### src/rtl/rstc_pkg.sv
package rstc_pkg;
  localparam int DATA_W  = 8;
  localparam int B_EXT   = 7;
  localparam int B_PWR   = 6;
  localparam int B_WDOG  = 5;
  localparam int B_DBF   = 4;
  localparam int B_RSV   = 3;
  localparam int B_LOC   = 2;
  localparam int B_SWR   = 1;
  localparam int B_SWRP  = 0;

  localparam logic [DATA_W-1:0] RSV_MASK   = DATA_W'(1) << B_RSV;
  localparam logic [DATA_W-1:0] LIVE_MASK  = ~RSV_MASK;
  localparam logic [DATA_W-1:0] PWRUP_LOAD = (DATA_W'(1) << B_EXT) | (DATA_W'(1) << B_PWR);

  typedef logic [DATA_W-1:0] cause_t;
endpackage

### src/rtl/rstc_collect.sv
module rstc_collect
  import rstc_pkg::*;
#(
  parameter bit GATHER = 1'b1
) (
  input  logic   clk,
  input  logic   rst_n,
  input  logic   done_i,
  input  cause_t src_i,
  output cause_t cause_o
);
  generate
    if (GATHER) begin : g_gather
      cause_t pend_q;
      cause_t pend_n;
      logic   pend_en;

      always_comb begin
        pend_en = done_i | (|src_i);
        if (done_i) pend_n = '0;
        else        pend_n = pend_q | src_i;
      end

      always_ff @(posedge clk or negedge rst_n) begin
        if (!rst_n)       pend_q <= '0;
        else if (pend_en) pend_q <= pend_n;
      end

      assign cause_o = (pend_q | src_i) & LIVE_MASK;
    end else begin : g_direct
      assign cause_o = src_i & LIVE_MASK;
    end
  endgenerate
endmodule

### src/rtl/rstc_status.sv
module rstc_status
  import rstc_pkg::*;
(
  input  logic   clk,
  input  logic   rst_n,
  input  logic   done_i,
  input  cause_t cause_i,
  input  cause_t clr_i,
  output cause_t stat_o
);
  cause_t stat_q;
  cause_t stat_n;
  logic   stat_en;
  logic   pwr_evt;

  always_comb begin
    pwr_evt = done_i & cause_i[B_PWR];
    stat_en = done_i | (|clr_i);
    if (pwr_evt)     stat_n = PWRUP_LOAD;
    else if (done_i) stat_n = ((stat_q & ~clr_i) | cause_i) & LIVE_MASK;
    else             stat_n = (stat_q & ~clr_i) & LIVE_MASK;
  end

  always_ff @(posedge clk or negedge rst_n) begin
    if (!rst_n)       stat_q <= '0;
    else if (stat_en) stat_q <= stat_n;
  end

  assign stat_o = stat_q;
endmodule

### src/rtl/rstc_port.sv
module rstc_port
  import rstc_pkg::*;
(
  input  logic   sup_i,
  input  logic   rd_en_i,
  input  logic   wr_en_i,
  input  cause_t wdata_i,
  input  cause_t stat_i,
  output cause_t clr_o,
  output cause_t rdata_o
);
  always_comb begin
    clr_o   = (wr_en_i && sup_i) ? (wdata_i & LIVE_MASK) : '0;
    rdata_o = (rd_en_i && sup_i) ? stat_i : '0;
  end
endmodule

### src/rtl/rst_cause_reg.sv
module rst_cause_reg
  import rstc_pkg::*;
#(
  parameter bit GATHER = 1'b1
) (
  input  logic              clk,
  input  logic              rst_n,
  input  logic              rst_done_i,
  input  logic              src_ext_i,
  input  logic              src_pwr_i,
  input  logic              src_wdog_i,
  input  logic              src_dbf_i,
  input  logic              src_loc_i,
  input  logic              src_swr_i,
  input  logic              src_swrp_i,
  input  logic              sup_i,
  input  logic              rd_en_i,
  input  logic              wr_en_i,
  input  logic [DATA_W-1:0] wdata_i,
  output logic [DATA_W-1:0] rdata_o
);
  cause_t src_vec;
  cause_t cause_w;
  cause_t clr_w;
  cause_t stat_q;

  always_comb begin
    src_vec         = '0;
    src_vec[B_EXT]  = src_ext_i;
    src_vec[B_PWR]  = src_pwr_i;
    src_vec[B_WDOG] = src_wdog_i;
    src_vec[B_DBF]  = src_dbf_i;
    src_vec[B_LOC]  = src_loc_i;
    src_vec[B_SWR]  = src_swr_i;
    src_vec[B_SWRP] = src_swrp_i;
  end

  rstc_collect #(.GATHER(GATHER)) u_collect (
    .clk     (clk),
    .rst_n   (rst_n),
    .done_i  (rst_done_i),
    .src_i   (src_vec),
    .cause_o (cause_w)
  );

  rstc_status u_status (
    .clk     (clk),
    .rst_n   (rst_n),
    .done_i  (rst_done_i),
    .cause_i (cause_w),
    .clr_i   (clr_w),
    .stat_o  (stat_q)
  );

  rstc_port u_port (
    .sup_i   (sup_i),
    .rd_en_i (rd_en_i),
    .wr_en_i (wr_en_i),
    .wdata_i (wdata_i),
    .stat_i  (stat_q),
    .clr_o   (clr_w),
    .rdata_o (rdata_o)
  );
endmodule

### config.mk
export PLATFORM = sky130hd
export DESIGN_NAME = rst_cause_reg
export DESIGN_NICKNAME = d
export VERILOG_FILES = /design/src/rtl/rstc_pkg.sv /design/src/rtl/rstc_collect.sv /design/src/rtl/rstc_status.sv /design/src/rtl/rstc_port.sv /design/src/rtl/rst_cause_reg.sv
export SDC_FILE = /design/constraint.sdc
export NUM_CORES = 1
export LEC_CHECK = 0
export CORE_ASPECT_RATIO = 1.1
export CORE_UTILIZATION = 35
export DETAILED_ROUTE_END_ITERATION = 12
export GPL_TIMING_DRIVEN = 0
export PLACE_DENSITY = 0.76
export SLEW_MARGIN = 20
export SYNTH_ARGS = -nofsm -noshare
export SYNTH_HDL_FRONTEND = slang
export SYNTH_SLANG_ARGS = --single-unit
### constraint.sdc
create_clock -name clk -period 1.1 [get_ports clk]
set_clock_uncertainty 0.15 [all_clocks]
set_input_delay 0.165 -clock clk [delete_from_list [all_inputs] [get_ports clk]]
set_output_delay 0.165 -clock clk [all_outputs]
set_load 0.05 [all_outputs]
==> results of run 1 <==
layout by cell type, fill, tap and decap left out:
cell type and n:
o21ai_0 5, nand3_2 1, dlymetal6s2s_1 1, nor2_2 1, nor2b_4 1, nand3_1 6
clkbuf_2 1, clkdlybuf4s50_1 16, buf_6 2, and3_4 7, conb_1 1, dlygate4sd2_1 1
dfrtp_1 14, buf_8 7, nand2_1 7, a21oi_1 5, buf_4 4, a21o_1 1
o41ai_2 1, clkbuf_4 3, nor2_1 13
power by group:
part	total (µW)	internal (µW)	leakage (µW)	switching [µW]
Combinational	318	166	0.000285	152
Sequential	585	560	0.000169	24.6
Clock	269	127	0.0000138	143
Total	1170	852	0.000468	320
layer usage:
layer / track usage / wire length (µm)
met1: 0.158 / 570
met2: 0.285 / 698
met3: 0.0314 / 81
met4: 0.0750 / 0
met5: 0 / 0
stage by stage:
step / TNS, ns / std cells
after global placement: -10.06 / 109
after floorplan: 0 / 66
after global routing: -1.39 / 115
final: -1.13 / 115
after detailed placement: -10.33 / 109
after CTS: -1.21 / 113
logic make-up (layout without fill, tap and decap cells):
| family | Yosys count | count (layout) | share of synthesized area |
|---|---|---|---|
| buffers and inverters | 3 | 35 | 0.0472 |
| AND/OR/NAND/NOR | 36 | 36 | 0.291 |
| AO/OA/AOI/OAI | 12 | 12 | 0.104 |
| flip-flops | 14 | 14 | 0.551 |
| other | 1 | 1 | 0.00590 |
final timing paths:
path | slack, ns | cells past startpoint | end | startpoint
setup reg to reg | 0.03 | 3 | u_status.stat_o[6] | u_collect.g_gather.pend_q[6]
min in group asynchronous | 0.12 | 1 | u_status.stat_o[1] | rst_n
setup / recovery | -0.18 | 2 | rdata_o[1] | u_status.stat_o[1]
max in group asynchronous | 0.29 | 1 | u_collect.g_gather.pend_q[6] | rst_n
hold reg to reg | 0.35 | 2 | u_collect.g_gather.pend_q[2] | u_collect.g_gather.pend_q[2]
hold / removal | 0.11 | 3 | u_status.stat_o[2] | rst_done_i
Yosys cell counts:
cell	instances
nand2_1	7
buf_6	2
conb_1	1
nand3_1	6
nand3_2	1
nor2_1	14
buf_4	1
and3_2	7
nor2b_4	1
a21oi_1	5
o41ai_1	1
o21ai_0	5
dfrtp_1	14
a21o_1	1
timing repair:
action                     4_1_cts  5_1_grt
pin swaps                        5        1
gates resized for setup         68        2
setup endpoints to repair        9       10
buffers inserted                 1        2
layout make-up:
class / instances / area, µm² / area share
flip-flops and latches: 14 / 350 / 0.340
multi-input cells: 49 / 292 / 0.283
well taps: 17 / 21.3 / 0.0207
plain buffers: 3 / 30.0 / 0.0292
clock buffers: 3 / 22.5 / 0.0219
repair buffers: 29 / 314 / 0.305
registers in the layout, indices dropped and copies added, names as in the netlist:
name                       flops
u_status.stat_o                7
u_collect.g_gather.pend_q      7
worst reg2reg max path, delay by kind of cell, from the launching register on:
| family | cells | cell delay (ns) |
|---|---|---|
| flops | 1 | 0.41 |
| simple gates | 2 | 0.27 |
| compound gates | 1 | 0.15 |
==> metrics.md, run 1 <==
| Metric | Value |
|---|---|
| Outcome | `finished with violations` |
| Failing checks | `negative setup slack` |
| Critical path arrival | `0.97 ns` |
| Unrepaired setup endpoints after global routing | `true` |
| Top cell type's share of synthesized area | `0.551` |
| Hold slack | `0.108 ns` |
| Initial antenna violation count | `0` |
| Hold_buf cts | `0` |
| Grt ovf | `0` |
| Max Cap Violations | `0` |
| Largest stage delay on the critical path | `0.40 ns` |
| Diodes inserted | `0` |
| Pin count of the biggest net entering global routing | `15` |
| Fin crit share | `1.17` |
| Die X | `42.6 µm` |
| Remaining antenna violation count | `0` |
| TritonRoute pass-1 iters | `4` |
| Io pins | `29` |
| DRC violations left | `0` |
| Slew Limit Headroom | `0.598` |
| H-tree depth | `1` |
| Routability Congestion | `0.691` |
| Layout cells sized above 1 | `0.286` |
| Crit start category | `register` |
| Crit-path cells | `and3_4 > buf_8` |
| Achievable frequency | `779 MHz` |
| Height of the die | `46.7 µm` |
| Worst-Margin Slew | `0.601 ns` |
| Gr usage total | `0.150` |
| Placed cell areas | `917 µm²` |
| CP required | `0.78 ns` |
| Root Buffer | `clkbuf_4` |
| Area leader, netlist | `dfrtp_1` |
| Final-report hold violation count | `0` |
| Clock sink count | `14` |
| IO buf count | `26` |
| Final setup viols | `7` |
| Cell family with most CP delay | `flip-flops` |
| Average wire per standard cell | `11.7 µm` |
| Routed vias/inst | `4.97` |
| P per Cell Area | `1140 mW/mm²` |
| Clock buffer count from CTS | `3` |
| Count of pins over their slew limit | `0` |
| Crit-path max FO | `2` |
| CTS clk-pin slew, worst paths | `0.07 ns` |
| Syn_nets | `87` |
| Post-synth cell types | `14` |
| Clock latency on the worst-skew pair | `0.27 ns` |
| Worst-path cell with the longest stage delay | `dfrtp_1` |
| Top cells by area, synth | `dfrtp_1 (55%), and3_2 (8.3%), nor2_1 (8.3%)` |
| Buf/Inv on CP | `1` |
| Placeable Area | `0.00163 mm²` |
| Syn Area/Cell | `9.63 µm²` |
| CTS tree | `yes` |
| Tmin final | `1.28 ns` |
| CP endpoint kind | `primary output` |
| Yosys warns | `0` |
| Pre-CTS setup slack | `-1.06 ns` |
| Seq/Total Area, Yosys | `0.551` |
| First-pass GRT wire length | `2.21 mm` |
| Num rows | `15` |
| Nets | `121` |
| Total power | `1170 µW` |
| DRT iter0 DRCs | `11` |
| Vias in the first global route | `539` |
| FF+latch count, synth | `14` |
| Final core occ | `0.631` |
| Die area | `0.00199 mm²` |
| Fill count | `139` |
| Worst hold path type | `primary input to register` |
| Final Cell Area | `0.00103 mm²` |
| Final wirelength | `1.35 mm` |
| Leak | `0.000468 µW` |
| HPWL after DPL | `1.07 mm` |
| Syn Inst Count | `66` |
| Initial Util | `0.389` |
| PnR worst setup slack | `-0.184 ns` |
| Critical path type | `register to primary output` |
| Clock buffer depth | `2` |
| Worst IR Drop VDD | `630 µV` |
| Synth-to-layout area growth | `62.0%` |
| Vias | `571` |
| Post-Syn Area | `636 µm²` |
Power figures use the tool's default switching activity.
==> run 2, diff against run 1 <==
- ABC_AREA: not set -> 1
- GPL_TIMING_DRIVEN: 0 -> not set
==> run 2 against run 1 <==
The run still ends with negative setup slack left; die area down 0.19%; wire length grew 6.7%; clock power up 37%; synthesized cell count grew 14%; cell count increased by 9.6%; power is 12% higher; worst setup slack better by 0.011 ns; design area rose by 9.8%; global-route usage is 0.22 points lower; critical endpoint is now rdata_o[4].
==> metrics.md, run 2 <==
| Metric | Value |
|---|---|
| Outcome | `finished with violations` |
| Failing checks | `negative setup slack` |
| Synth-to-layout area growth | `78.3%` |
| Clock buffer count from CTS | `3 (unchanged)` |
| Vias in the first global route | `554 (+2.8%)` |
| EDFF count, synth | `0 (unchanged)` |
| Syn_nets | `96 (+10%)` |
| Unrepaired setup endpoints after global routing | `true` |
| Critical path arrival | `0.96 ns (about the same)` |
| Max Cap Violations | `0 (unchanged)` |
| Height of the die | `46.7 µm (about the same)` |
| Num rows | `15 (unchanged)` |
| Critical path type | `register to primary output` |
| P per Cell Area | `1160 mW/mm² (+1.8%)` |
| Routed vias/inst | `4.79 (-3.5%)` |
| Crit-path max FO | `2 (unchanged)` |
| Syn Inst Count | `75 (+14%)` |
| Post-Syn Area | `634 µm² (-0.20%)` |
| FF+latch count, synth | `14 (unchanged)` |
| Crit start category | `register` |
| Die area | `0.00199 mm² (-0.19%)` |
| Routability Congestion | `0.750 (+8.6%)` |
| Pin count of the biggest net entering global routing | `15 (unchanged)` |
| Commonest non-fill, non-tap cell in the layout | `clkdlybuf4s50_1` |
| IO buf count | `26 (unchanged)` |
| Io pins | `29 (unchanged)` |
| Final setup viols | `7 (unchanged)` |
| Placed Cells incl. Taps | `119 (+9.2%)` |
| CP required | `0.78 ns (about the same)` |
| Seq/Total Area, Yosys | `0.552 (+0.00109)` |
| Top cell type's share of synthesized area | `0.552 (+0.00109)` |
| Average wire per standard cell | `11.4 µm (-2.6%)` |
| Hold_buf cts | `0 (unchanged)` |
| Fin crit share | `1.16 (-0.0100)` |
| Diodes inserted | `0 (unchanged)` |
| Top cells by area, synth | `dfrtp_1 (55%), nor2_1 (12%), nand3_1 (10%)` |
| Syn Area/Cell | `8.46 µm² (-12%)` |
| Clock sink count | `14 (unchanged)` |
| Area leader, netlist | `dfrtp_1` |
| Leak | `0.000519 µW (+11%)` |
| Initial Util | `0.389 (-0.000767)` |
| Count of pins over their slew limit | `0 (unchanged)` |
| Flop2flop setup slack | `0.03 ns (about the same)` |
| CTS clk-pin slew, worst paths | `0.09 ns (+0.02 ns)` |
| R2R cell count | `3 (unchanged)` |
| Yosys warns | `0 (unchanged)` |
| Tmin final | `1.27 ns (-0.0110 ns)` |
| Root Buffer | `clkbuf_4` |
| DRC violations left | `0 (unchanged)` |
| Fill count | `126 (-9.4%)` |
| Most frequent cells in the layout | `clkdlybuf4s50_1 (16), nor2_1 (13), dfrtp_1 (13), nand3_1 (12)` |
| Total power | `1310 µW (+12%)` |
| Final Non-Filler Cells | `126 (+9.6%)` |
| Worst IR Drop VDD | `795 µV (+26%)` |
| Vias | `604 (+5.8%)` |
| Nets | `131 (+8.3%)` |
| Hold slack | `0.0309 ns (-0.0770 ns)` |
| Achievable frequency | `785 MHz (+0.86%)` |
| CP endpoint kind | `primary output` |
| Primary FF master, synth | `dfrtp_1` |
| Final wirelength | `1.44 mm (+6.7%)` |
| Ys async rst share | `1.00 (unchanged)` |
| Worst hold path type | `primary input to async pin` |
| Layout cells sized above 1 | `0.339 (+0.0537)` |
| Count leader, synth | `nor2_1` |
| PnR worst setup slack | `-0.173 ns (+0.0110 ns)` |
| Synth cell count leaders | `nor2_1 (20), dfrtp_1 (14), nand3_1 (13)` |
| Final Cell Area | `0.00113 mm² (+9.8%)` |
| Gr usage total | `0.148 (-0.00216)` |
| H-tree depth | `1 (unchanged)` |
| HPWL after DPL | `972 µm (-9.4%)` |
| Clock latency on the worst-skew pair | `0.28 ns (about the same)` |
| Grt ovf | `0 (unchanged)` |
| Placeable Area | `0.00163 mm² (unchanged)` |
| Placed cell areas | `0.00101 mm² (+11%)` |
| Post-synth cell types | `13 (-1)` |
| Die X | `42.6 µm (about the same)` |
| CTS tree | `yes` |
| DRT iter0 DRCs | `12 (+1)` |
| Final-report hold violation count | `0 (unchanged)` |
| TritonRoute pass-1 iters | `4 (unchanged)` |
| First-pass GRT wire length | `2.21 mm (unchanged)` |
| Clock buffer depth | `2 (unchanged)` |
| Remaining antenna violation count | `0 (unchanged)` |
| Initial antenna violation count | `0 (unchanged)` |
==> run 2: timing repair <==
| action | CTS | global route |
|---|---|---|
| pin swaps | 8 | 5 |
| setup endpoints to repair | 11 | 11 |
| gates resized for setup | 18 | 4 |
| setup buffers | 0 | 3 |
==> run 2: cell type report <==
type                            count  area (µm²)  area share
Sequential cell                    14         352       0.311
Clock buffer                        4        36.3      0.0321
Timing Repair Buffer               33         383       0.338
Inverter                            7        26.3      0.0232
Multi-Input combinational cell     51         313       0.277
Tap cell                           17        21.3      0.0188
==> run 2: cells by family (layout without fill, tap and decap cells) <==
family	Yosys count	in the layout	synth area share
simple gates	48	48	0.347
flops	14	14	0.552
buf+inv	10	44	0.0730
compound gates	2	2	0.0217
other cells	1	1	0.00591
==> run 2: per-layer routing <==
layer,vias up,GRT usage,wire [µm]
met5,-,0,0
met1,268,0.170,591
met3,3,0.0157,78
li1,307,-,-
met4,0,0.0750,18
met2,26,0.277,751
==> run 2: path summary, 6_finish.rpt <==
path | startpoint | to
max | u_status.stat_o[4] | rdata_o[4]
min | rst_n | u_collect.g_gather.pend_q[2]
max reg2reg | u_collect.g_gather.pend_q[6] | u_status.stat_o[1]
min reg2reg | u_collect.g_gather.pend_q[5] | u_collect.g_gather.pend_q[5]
max in group asynchronous | rst_n | u_collect.g_gather.pend_q[6]
min in group clk | src_pwr_i | u_collect.g_gather.pend_q[6]
==> run 2: stage by stage <==
step / setup TNS (ns) / utilization / worst slack (ns)
4_1_cts: -0.995 / 0.670 / -0.153
5_1_grt: -1.41 / 0.693 / -0.211
3_3_place_gp: -4.19 / 0.621 / -0.337
3_5_place_dp: -4.29 / 0.621 / -0.349
6_report: -1.12 / 0.693 / -0.173
2_1_floorplan: -0.723 / - / -0.103
==> run 2: critical path, stage by stage (launching register included) <==
cell and delay [ns]:
dfrtp_1 0.37, inv_2 0.05, nor2_4 0.12, buf_12 0.14
==> run 2: where the power goes <==
part / internal (µW) / switching [µW] / total (µW) / leakage, µW
combinational: 174 / 180 / 354 / 0.000327
sequential: 559 / 27.7 / 587 / 0.000170
clock: 201 / 167 / 369 / 0.0000210
total: 934 / 376 / 1310 / 0.000519
==> run 3, diff against run 2 <==
- ABC_CLOCK_PERIOD_IN_PS: not set -> 1100
==> results of run 3 <==
No change in the layout: final DEF, timing and power equal those of run 2.
